## src/rtl/rr_irq_pkg.sv

```systemverilog
// Package: shared constants and the register-select encoding for the
// banked interrupt controller. Assumes a 32-bit register port.
package rr_irq_pkg;

    localparam int REG_W       = 32;   // register data width
    localparam int BANK_BYTES  = 16;   // register window per bank
    localparam int SEL_LSB     = 2;    // word select within a bank window
    localparam int BANK_LSB    = 4;    // bank select starts here

    // Word within a bank window, in address order.
    typedef enum logic [1:0] {
        RSEL_PEND  = 2'd0,   // raw pending bits, read only
        RSEL_ACK   = 2'd1,   // write ones to clear, reads zero
        RSEL_EN    = 2'd2,   // enable word
        RSEL_ROUTE = 2'd3    // route word: 0 normal, 1 fast
    } rsel_e;

endpackage

```

## src/rtl/rr_irq_bank.sv

```systemverilog
// Module: rr_irq_bank
// One bank of interrupt sources: request capture (edge or level, chosen by
// IS_LEVEL), sticky pending bits with write-ones-to-clear, enable word and
// route word. Assumes requests are already synchronous to clk_i.
// A set in the same cycle as a clear of the same bit wins.
module rr_irq_bank #(
    parameter int WIDTH    = 32,
    parameter bit IS_LEVEL = 1'b0
) (
    input  logic             clk_i,
    input  logic             rst_ni,
    input  logic [WIDTH-1:0] src_i,
    input  logic             ack_we_i,
    input  logic             en_we_i,
    input  logic             route_we_i,
    input  logic [WIDTH-1:0] wdata_i,
    output logic [WIDTH-1:0] pend_o,
    output logic [WIDTH-1:0] en_o,
    output logic [WIDTH-1:0] route_o
);

    logic [WIDTH-1:0] set_vec;
    logic [WIDTH-1:0] clr_vec;

    generate
        if (IS_LEVEL) begin : g_level
            // Level capture: a high request sets the bit every cycle.
            assign set_vec = src_i;
        end else begin : g_edge
            logic [WIDTH-1:0] src_q;

            // Remember last cycle's requests for rising-edge detection.
            always_ff @(posedge clk_i) begin
                if (!rst_ni) src_q <= '0;
                else         src_q <= src_i;
            end

            assign set_vec = src_i & ~src_q;
        end
    endgenerate

    assign clr_vec = ack_we_i ? wdata_i : '0;

    // Sticky pending bits: clear by ones written, then new sets win.
    always_ff @(posedge clk_i) begin
        if (!rst_ni) pend_o <= '0;
        else         pend_o <= (pend_o & ~clr_vec) | set_vec;
    end

    // Enable word, loaded whole by a register write.
    always_ff @(posedge clk_i) begin
        if (!rst_ni)      en_o <= '0;
        else if (en_we_i) en_o <= wdata_i;
    end

    // Route word, loaded whole by a register write.
    always_ff @(posedge clk_i) begin
        if (!rst_ni)         route_o <= '0;
        else if (route_we_i) route_o <= wdata_i;
    end

endmodule

```

## src/rtl/rr_irq_finder.sv

```systemverilog
// Module: rr_irq_finder
// Combinational round-robin search: rotates the active vector so that
// index (last+1) mod N lands at bit 0, takes the lowest set bit, and
// rotates the position back. The last index itself is examined last.
// Assumes N >= 2. Reports index 0 with valid 0 when nothing is active.
module rr_irq_finder #(
    parameter int N = 128
) (
    input  logic [N-1:0]         active_i,
    input  logic [$clog2(N)-1:0] last_i,
    output logic [$clog2(N)-1:0] idx_o,
    output logic                 valid_o
);

    localparam int IW  = $clog2(N);
    localparam int IW1 = IW + 1;

    logic [IW-1:0]  start;
    logic [N-1:0]   rot;
    logic [IW-1:0]  pos;
    logic           found;
    logic [IW1-1:0] sum;

    // Search start point, wrapping after the top index.
    assign start = (last_i == IW'(N - 1)) ? '0 : last_i + 1'b1;

    // Rotate the active set right so the start point sits at bit 0.
    assign rot = N'({active_i, active_i} >> start);

    // Lowest set bit of the rotated vector.
    always_comb begin
        pos   = '0;
        found = 1'b0;
        for (int i = N - 1; i >= 0; i--) begin
            if (rot[i]) begin
                pos   = IW'(i);
                found = 1'b1;
            end
        end
    end

    // Map the rotated position back to a source index.
    always_comb begin
        sum = {1'b0, start} + {1'b0, pos};
        if (sum >= IW1'(N)) sum = sum - IW1'(N);
        idx_o   = found ? sum[IW-1:0] : '0;
        valid_o = found;
    end

endmodule

```

## src/rtl/rr_irq_ctrl.sv

```systemverilog
// Module: rr_irq_ctrl (top)
// Banked interrupt controller: NUM_BANKS banks of SRC_PER_BANK sources
// behind a word-aligned byte-addressed register port. Each bank has a
// 16-byte window (pending, acknowledge, enable, route). Drives registered
// normal and fast interrupt lines and a combinational round-robin lookup.
// Assumes SRC_PER_BANK == 32 (one register word), NUM_BANKS >= 2,
// ADDR_W large enough to hold 16*NUM_BANKS, and synchronous requests.
module rr_irq_ctrl
    import rr_irq_pkg::*;
#(
    parameter int                   NUM_BANKS     = 4,
    parameter int                   SRC_PER_BANK  = 32,
    parameter int                   ADDR_W        = 8,
    parameter logic [NUM_BANKS-1:0] BANK_IS_LEVEL = 4'b1110
) (
    input  logic                                        clk_i,
    input  logic                                        rst_ni,
    input  logic [NUM_BANKS*SRC_PER_BANK-1:0]           irq_src_i,
    input  logic                                        reg_wr_i,
    input  logic [ADDR_W-1:0]                           reg_addr_i,
    input  logic [REG_W-1:0]                            reg_wdata_i,
    output logic [REG_W-1:0]                            reg_rdata_o,
    input  logic [$clog2(NUM_BANKS*SRC_PER_BANK)-1:0]   last_idx_i,
    output logic [$clog2(NUM_BANKS*SRC_PER_BANK)-1:0]   next_idx_o,
    output logic                                        next_valid_o,
    output logic                                        norm_irq_o,
    output logic                                        fast_irq_o
);

    localparam int NUM_SRC   = NUM_BANKS * SRC_PER_BANK;
    localparam int ADDR_HI_W = ADDR_W - BANK_LSB;

    logic [NUM_BANKS-1:0][SRC_PER_BANK-1:0] pend_b;
    logic [NUM_BANKS-1:0][SRC_PER_BANK-1:0] en_b;
    logic [NUM_BANKS-1:0][SRC_PER_BANK-1:0] route_b;
    logic [NUM_SRC-1:0]   pend_all;
    logic [NUM_SRC-1:0]   mask_all;
    logic [NUM_SRC-1:0]   route_all;
    logic [NUM_SRC-1:0]   lvl_vec;
    logic [NUM_BANKS-1:0] bank_hit;
    logic                 aligned;
    logic [ADDR_HI_W-1:0] addr_hi;
    rsel_e                rsel;

    assign aligned = (reg_addr_i[SEL_LSB-1:0] == '0);
    assign addr_hi = reg_addr_i[ADDR_W-1:BANK_LSB];
    assign rsel    = rsel_e'(reg_addr_i[BANK_LSB-1:SEL_LSB]);

    generate
        for (genvar b = 0; b < NUM_BANKS; b++) begin : g_bank
            logic ack_we;
            logic en_we;
            logic route_we;

            assign bank_hit[b] = aligned && (addr_hi == ADDR_HI_W'(b));
            assign ack_we      = reg_wr_i && bank_hit[b] && (rsel == RSEL_ACK);
            assign en_we       = reg_wr_i && bank_hit[b] && (rsel == RSEL_EN);
            assign route_we    = reg_wr_i && bank_hit[b] && (rsel == RSEL_ROUTE);

            rr_irq_bank #(
                .WIDTH    (SRC_PER_BANK),
                .IS_LEVEL (BANK_IS_LEVEL[b])
            ) u_bank (
                .clk_i      (clk_i),
                .rst_ni     (rst_ni),
                .src_i      (irq_src_i[b*SRC_PER_BANK +: SRC_PER_BANK]),
                .ack_we_i   (ack_we),
                .en_we_i    (en_we),
                .route_we_i (route_we),
                .wdata_i    (reg_wdata_i[SRC_PER_BANK-1:0]),
                .pend_o     (pend_b[b]),
                .en_o       (en_b[b]),
                .route_o    (route_b[b])
            );

            assign pend_all [b*SRC_PER_BANK +: SRC_PER_BANK] = pend_b[b];
            assign mask_all [b*SRC_PER_BANK +: SRC_PER_BANK] = en_b[b];
            assign route_all[b*SRC_PER_BANK +: SRC_PER_BANK] = route_b[b];
            assign lvl_vec  [b*SRC_PER_BANK +: SRC_PER_BANK] =
                {SRC_PER_BANK{BANK_IS_LEVEL[b]}};
        end
    endgenerate

    // Read mux: selected bank word, zero for acknowledge and unused addresses.
    always_comb begin
        reg_rdata_o = '0;
        for (int b = 0; b < NUM_BANKS; b++) begin
            if (bank_hit[b]) begin
                case (rsel)
                    RSEL_PEND:  reg_rdata_o[SRC_PER_BANK-1:0] = pend_b[b];
                    RSEL_EN:    reg_rdata_o[SRC_PER_BANK-1:0] = en_b[b];
                    RSEL_ROUTE: reg_rdata_o[SRC_PER_BANK-1:0] = route_b[b];
                    default:    reg_rdata_o = '0;
                endcase
            end
        end
    end

    // Round-robin lookup over pending and enabled sources.
    rr_irq_finder #(
        .N (NUM_SRC)
    ) u_finder (
        .active_i (pend_all & mask_all),
        .last_i   (last_idx_i),
        .idx_o    (next_idx_o),
        .valid_o  (next_valid_o)
    );

    // Glitch-free interrupt lines, split by route bit.
    always_ff @(posedge clk_i) begin
        if (!rst_ni) begin
            norm_irq_o <= 1'b0;
            fast_irq_o <= 1'b0;
        end else begin
            norm_irq_o <= |(pend_all & mask_all & ~route_all);
            fast_irq_o <= |(pend_all & mask_all &  route_all);
        end
    end

endmodule

```

## config.mk

```make
export PLATFORM = sky130hd
export DESIGN_NAME = rr_irq_ctrl
export DESIGN_NICKNAME = d
export VERILOG_FILES = /design/src/rtl/rr_irq_pkg.sv /design/src/rtl/rr_irq_bank.sv /design/src/rtl/rr_irq_finder.sv /design/src/rtl/rr_irq_ctrl.sv
export SDC_FILE = /design/constraint.sdc
export NUM_CORES = 2
export LEC_CHECK = 0
export BUFFER_PORTS_ARGS = -buffer_cell sky130_fd_sc_hd__buf_2
export CAP_MARGIN = 20
export CELL_PAD_IN_SITES_DETAIL_PLACEMENT = 0
export CELL_PAD_IN_SITES_GLOBAL_PLACEMENT = 1
export CORE_ASPECT_RATIO = 1.4
export CORE_MARGIN = 2
export CORE_UTILIZATION = 52
export CTS_BUF_LIST = sky130_fd_sc_hd__clkbuf_8
export DETAILED_ROUTE_END_ITERATION = 8
export HOLD_SLACK_MARGIN = 0.06
export PLACE_DENSITY = 0.87
export SETUP_SLACK_MARGIN = 0.02
export SLEW_MARGIN = 20
export SYNTH_ARGS = -nofsm -noshare
export SYNTH_HDL_FRONTEND = slang
export SYNTH_SLANG_ARGS = --single-unit
```

## constraint.sdc

```tcl
create_clock -name clk_i -period 27.7 [get_ports clk_i]
set_input_delay 5.54 -clock clk_i [delete_from_list [all_inputs] [get_ports clk_i]]
set_output_delay 5.54 -clock clk_i [all_outputs]
set_load 0.02 [all_outputs]
```

==> metrics, run 1 <==
Synth Warn #=0; clock buffer count from CTS=57; clk sinks=418; clock root cell=clkbuf_8; Area after DPL=41300 sq um; H-tree levels=2; Last stage=5_1_grt; Post-CTS Setup Bufs=0; Err=[ERROR GRT-0116] Global routing finished with congestion. Check the congestion regions in the DRC Viewer.; status=aborted with a tool error; Seq/Total Area, Yosys=20.9%; Resize count post-CTS=0; Post-synth EDFFs=0; CTS max path bufs=3; row cnt=120; initial core utilization=52.5%; largest net degree at the start of global routing=201; #FFs+latches synth=418; Hold-fix buffers, CTS=0; asr flop ratio synth=0%; Port Buf Inserts=219; IO Pins=220; gpl congestion=1.38; Primary FF master, synth=dfxtp_1; GRT overflow=2060; Chip Width=239 um; Net Count, Synth=5532; count of cell types in the netlist=107; DIE HEIGHT=333 um; Mapped Area=40100 sq um; vias in the first global route=54800; Detailed Place HPWL=211000 um; Synth Area per Inst=7.50 sq um; global-route wire length before repair=490000 um; Synth Instances=5346; Total GRT Usage=83.6%
==> routing by layer <==
metal / global-route usage, % / overflow
met2: 99.8 / 1346
met5: 33.8 / 5
met1: 84.7 / 14
met4: 81.4 / 657
met3: 67.9 / 38
==> cell families after synthesis <==
group / after synthesis / share of synthesized area [%]
simple gates: 2148 / 25.3
buf+inv: 503 / 5.51
flops: 418 / 20.9
xor+xnor: 11 / 0.325
mux: 492 / 17.4
compound gates: 1766 / 30.2
fa+ha+maj: 8 / 0.268
==> synthesized netlist by cell type (88+ instances only) <==
cell type	number	area, sq um
nand2_1	1001	3760
dfxtp_1	418	8370
nor2b_1	174	1090
o22ai_1	119	744
mux2_2	162	1820
clkbuf_1	295	1110
nor3_1	107	536
mux4_2	142	3200
and2_1	133	832
o211ai_1	88	661
a22oi_1	114	856
nor2_1	210	788
a211oi_1	103	773
o21ai_0	239	1200
nand3_1	232	1160
a21boi_0	268	2010
buf_2	112	561
mux2i_1	180	1800
a21oi_1	355	1780
==> stage by stage <==
stage	cells	util (%)	worst slack [ps]	hold WS [ps]
floorplan	5346	-	10810	454
detailed placement	6161	54.0	7830	488
CTS	6265	55.7	7840	497
global placement	6161	54.0	7860	470
==> run 2, diff against run 1 <==
Settings changed: CELL_PAD_IN_SITES_DETAIL_PLACEMENT 0 to not set, CELL_PAD_IN_SITES_GLOBAL_PLACEMENT 1 to not set, CORE_ASPECT_RATIO 1.4 to not set, CORE_UTILIZATION 52 to 40, CTS_BUF_LIST sky130_fd_sc_hd__clkbuf_8 to not set, HOLD_SLACK_MARGIN 0.06 to not set, PLACE_DENSITY 0.87 to not set, PLACE_DENSITY_LB_ADDON set to 0.15, SETUP_SLACK_MARGIN 0.02 to not set.
==> run 2 against run 1 <==
The flow now finishes, with violations (design-rule violations); synthesized area unchanged; synthesized cell count unchanged.
==> metrics, run 2 <==
required time of the critical path=22160 ps; Slew HR=5.92%; row cnt=116 (-3.3%); final clock skew=36.1 ps; area leader, netlist=dfxtp_1; Synth Instances=5346 (unchanged); worst-skew pair later-pin latency=660 ps; most frequent cells in the layout=nand2_1, dfxtp_1, a21oi_1, a21boi_0, nand3_1; Flop pwr share=34.0%; Detailed Place HPWL=237000 um (+12%); TritonCTS clock tree=done; post-route ant nets=0; Final Hold Vio Count=0; Port Buf Inserts=219 (unchanged); clock buffer count from CTS=48 (-16%); Crit. Startpoint=last_idx_i[4]; FILL cells=10200; IO Pins=220 (unchanged); Max VDD drop=75.5 uV; Post-CTS Setup Bufs=0 (unchanged); Global Route met2 Usage=80.2%; Avg WL per Cell=45.8 um; pins over their slew limit=0; R2R Path Start=g_bank[3].u_bank.pend_o[28]; hold_sp=g_bank[3].u_bank.en_o[22]; biggest regs=g_bank.u_bank.en_o x128, g_bank.u_bank.pend_o x128, g_bank.u_bank.route_o x128; share of cells above drive strength 1=16.1%; part of the cycle the worst path needs=74.0%; status=finished with violations; asr flop ratio synth=0% (unchanged); RSZ-0062 raised after global routing=no; top-area cell type share of the netlist area=20.9% (unchanged); NetSw=0.730 mW; FMAX=48.8 MHz; Worst path most repeated cell=a21oi_1; clk sinks=418 (unchanged); Seq/Total Area, Yosys=20.9% (unchanged); global-route wire length before repair=407000 um; Pint=1.18 mW; Chip Width=321 um (+34%); top post-synthesis cells by area=dfxtp_1, nand2_1, mux4_2; cell with the most instances after synthesis=nand2_1; Total GRT Usage=57.4%; total negative slack=0 ps; CP Max Fanout=62; Vias=51400; Final Instance Area=43800 sq um; Reg2Reg Depth=7; worst-margin pin slew=1410 ps; reg2reg setup slack=24350 ps; vias per cell=7.73; multi-input logic area=29700 sq um; clock root cell=clkbuf_16; WP buf/inv=5; slowest CP cell=o21ai_4; Reg area=8370 sq um; Synth Warn #=0 (unchanged); drt pass-1 iters=9; DIE HEIGHT=321 um (-3.6%); Net Count, Synth=5532 (unchanged); routed wire length=305000 um; clock period minus worst slack=20490 ps; CP max stage delay=910 ps; Worst EP arrival=14950 ps; Post-synth EDFFs=0 (unchanged); antenna violations before repair=43; setup violators final=0; vias in the first global route=46000; hold endpoint=g_bank[3].u_bank.en_o[22]; reg-to-reg endpoint=fast_irq_o; largest net degree at the start of global routing=197; GRT met1 Usage=63.9%; Mapped Area=40100 sq um (unchanged); Initial DRC Count=10500; gpl congestion=1.18 (-14%); CP top delay family=compound AO/OA/AOI/OAI gates; HP Class=reg -> reg; #FFs+latches synth=418 (unchanged); CP endpoint kind=output port; CTS max path bufs=3 (unchanged); Layout area overhead=9.17%; total die area=103000 sq um; H-tree levels=2 (unchanged); most frequent cells after synthesis=nand2_1, dfxtp_1, a21oi_1; Leakage=14.8 nW; combinational fraction of design power=30.3%; met3 Usage GRT=26.4%; Synth Area per Inst=7.50 sq um (unchanged); Resize count post-CTS=0 (unchanged); pwr dens=43.7 nW/um^2; Most Crowded Layer GR=met2; switch share=38.2%; Setup CP Type=in -> out; DR DRC count=1; Area after DPL=42000 sq um (+1.7%); nets=5460; failing checks=design-rule violations; startpoint types=input pin; clk slew on worst S/H paths=60 ps; Max Cap Viol=0; Hold-fix buffers, CTS=0 (unchanged); worst hold path depth=2; commonest non-fill, non-tap cell in the layout=nand2_1; initial core utilization=40.2% (-12 points); count of cell types in the netlist=107 (unchanged); Primary FF master, synth=dfxtp_1; Design Power=1.91 mW; clock group share of total power=35.7%; core area=99700 sq um; GRT overflow=0
-- run 2: cell counts after synthesis --
No cell type changed its count.
-- run 2: cell type report --
type,instances,share of cell area (%)
Antenna cell,40,0.229
Inverter,25,0.257
Clock buffer,65,3.10
Timing Repair Buffer,356,4.96
Tap cell,1298,3.71
Clock inverter,23,0.686
Sequential cell,418,19.1
Multi-Input combinational cell,4425,67.9
-- run 2: stage by stage --
stage	std cells	util [%]	worst slack [ps]	hold WS, ps
floorplan	5346	-	10810	454
global placement	6519	42.1	7730	468
detailed placement	6520	42.1	7680	486
CTS	6608	43.7	7640	493
global route	6622	43.8	7130	522
finish	6650	43.9	7210	492
-- run 2: how the worst max path moves through the flow --
stage                               end  slack [ps]  cells after the start
after floorplan           next_idx_o[6]       10810                     27
after global placement    next_idx_o[6]        7730                     27
after detailed placement  next_idx_o[6]        7680                     27
after CTS                 next_idx_o[6]        7640                     27
after global routing      next_idx_o[6]        7130                     27
final                     next_idx_o[6]        7210                     27
-- run 2: kinds of logic (layout without fill, tap and decap cells) --
logic type / after synthesis / count (layout) / share of synthesized area (%)
AND/OR/NAND/NOR: 2148 / 2148 / 25.3
AO/OA/AOI/OAI: 1766 / 1766 / 30.2
buffers and inverters: 503 / 469 / 5.51
multiplexers: 492 / 492 / 17.4
flip-flops: 418 / 418 / 20.9
XOR/XNOR: 11 / 11 / 0.325
adder cells (fa/ha/maj): 8 / 8 / 0.268
other: 0 / 40 / 0
-- run 2: worst min-delay path: cells and delay by family, from the launching register on --
| family | cells | cell delay [ps] |
|---|---|---|
| simple gates | 1 | 50 |
| flops | 1 | 320 |
| compound gates | 1 | 70 |
-- run 2: routing by layer --
metal / up-vias / share of wire, %
met3: 1623 / 15
met4: 30 / 13
li1: 20000 / -
met2: 5113 / 39
met5: - / 0.13
met1: 24600 / 33
-- run 2: power groups by stage --
stage / clock network, mW / logic [mW] / registers, mW
6_report: 0.682 / 0.578 / 0.651
3_5_place_dp: 0 / 0.543 / 0.661
3_3_place_gp: 0 / 0.546 / 0.660
5_1_grt: 0.705 / 0.586 / 0.649
2_1_floorplan: 0 / 0.337 / 0.644
4_1_cts: 0.680 / 0.545 / 0.647
Note: power is estimated with default switching activity, not from simulation.
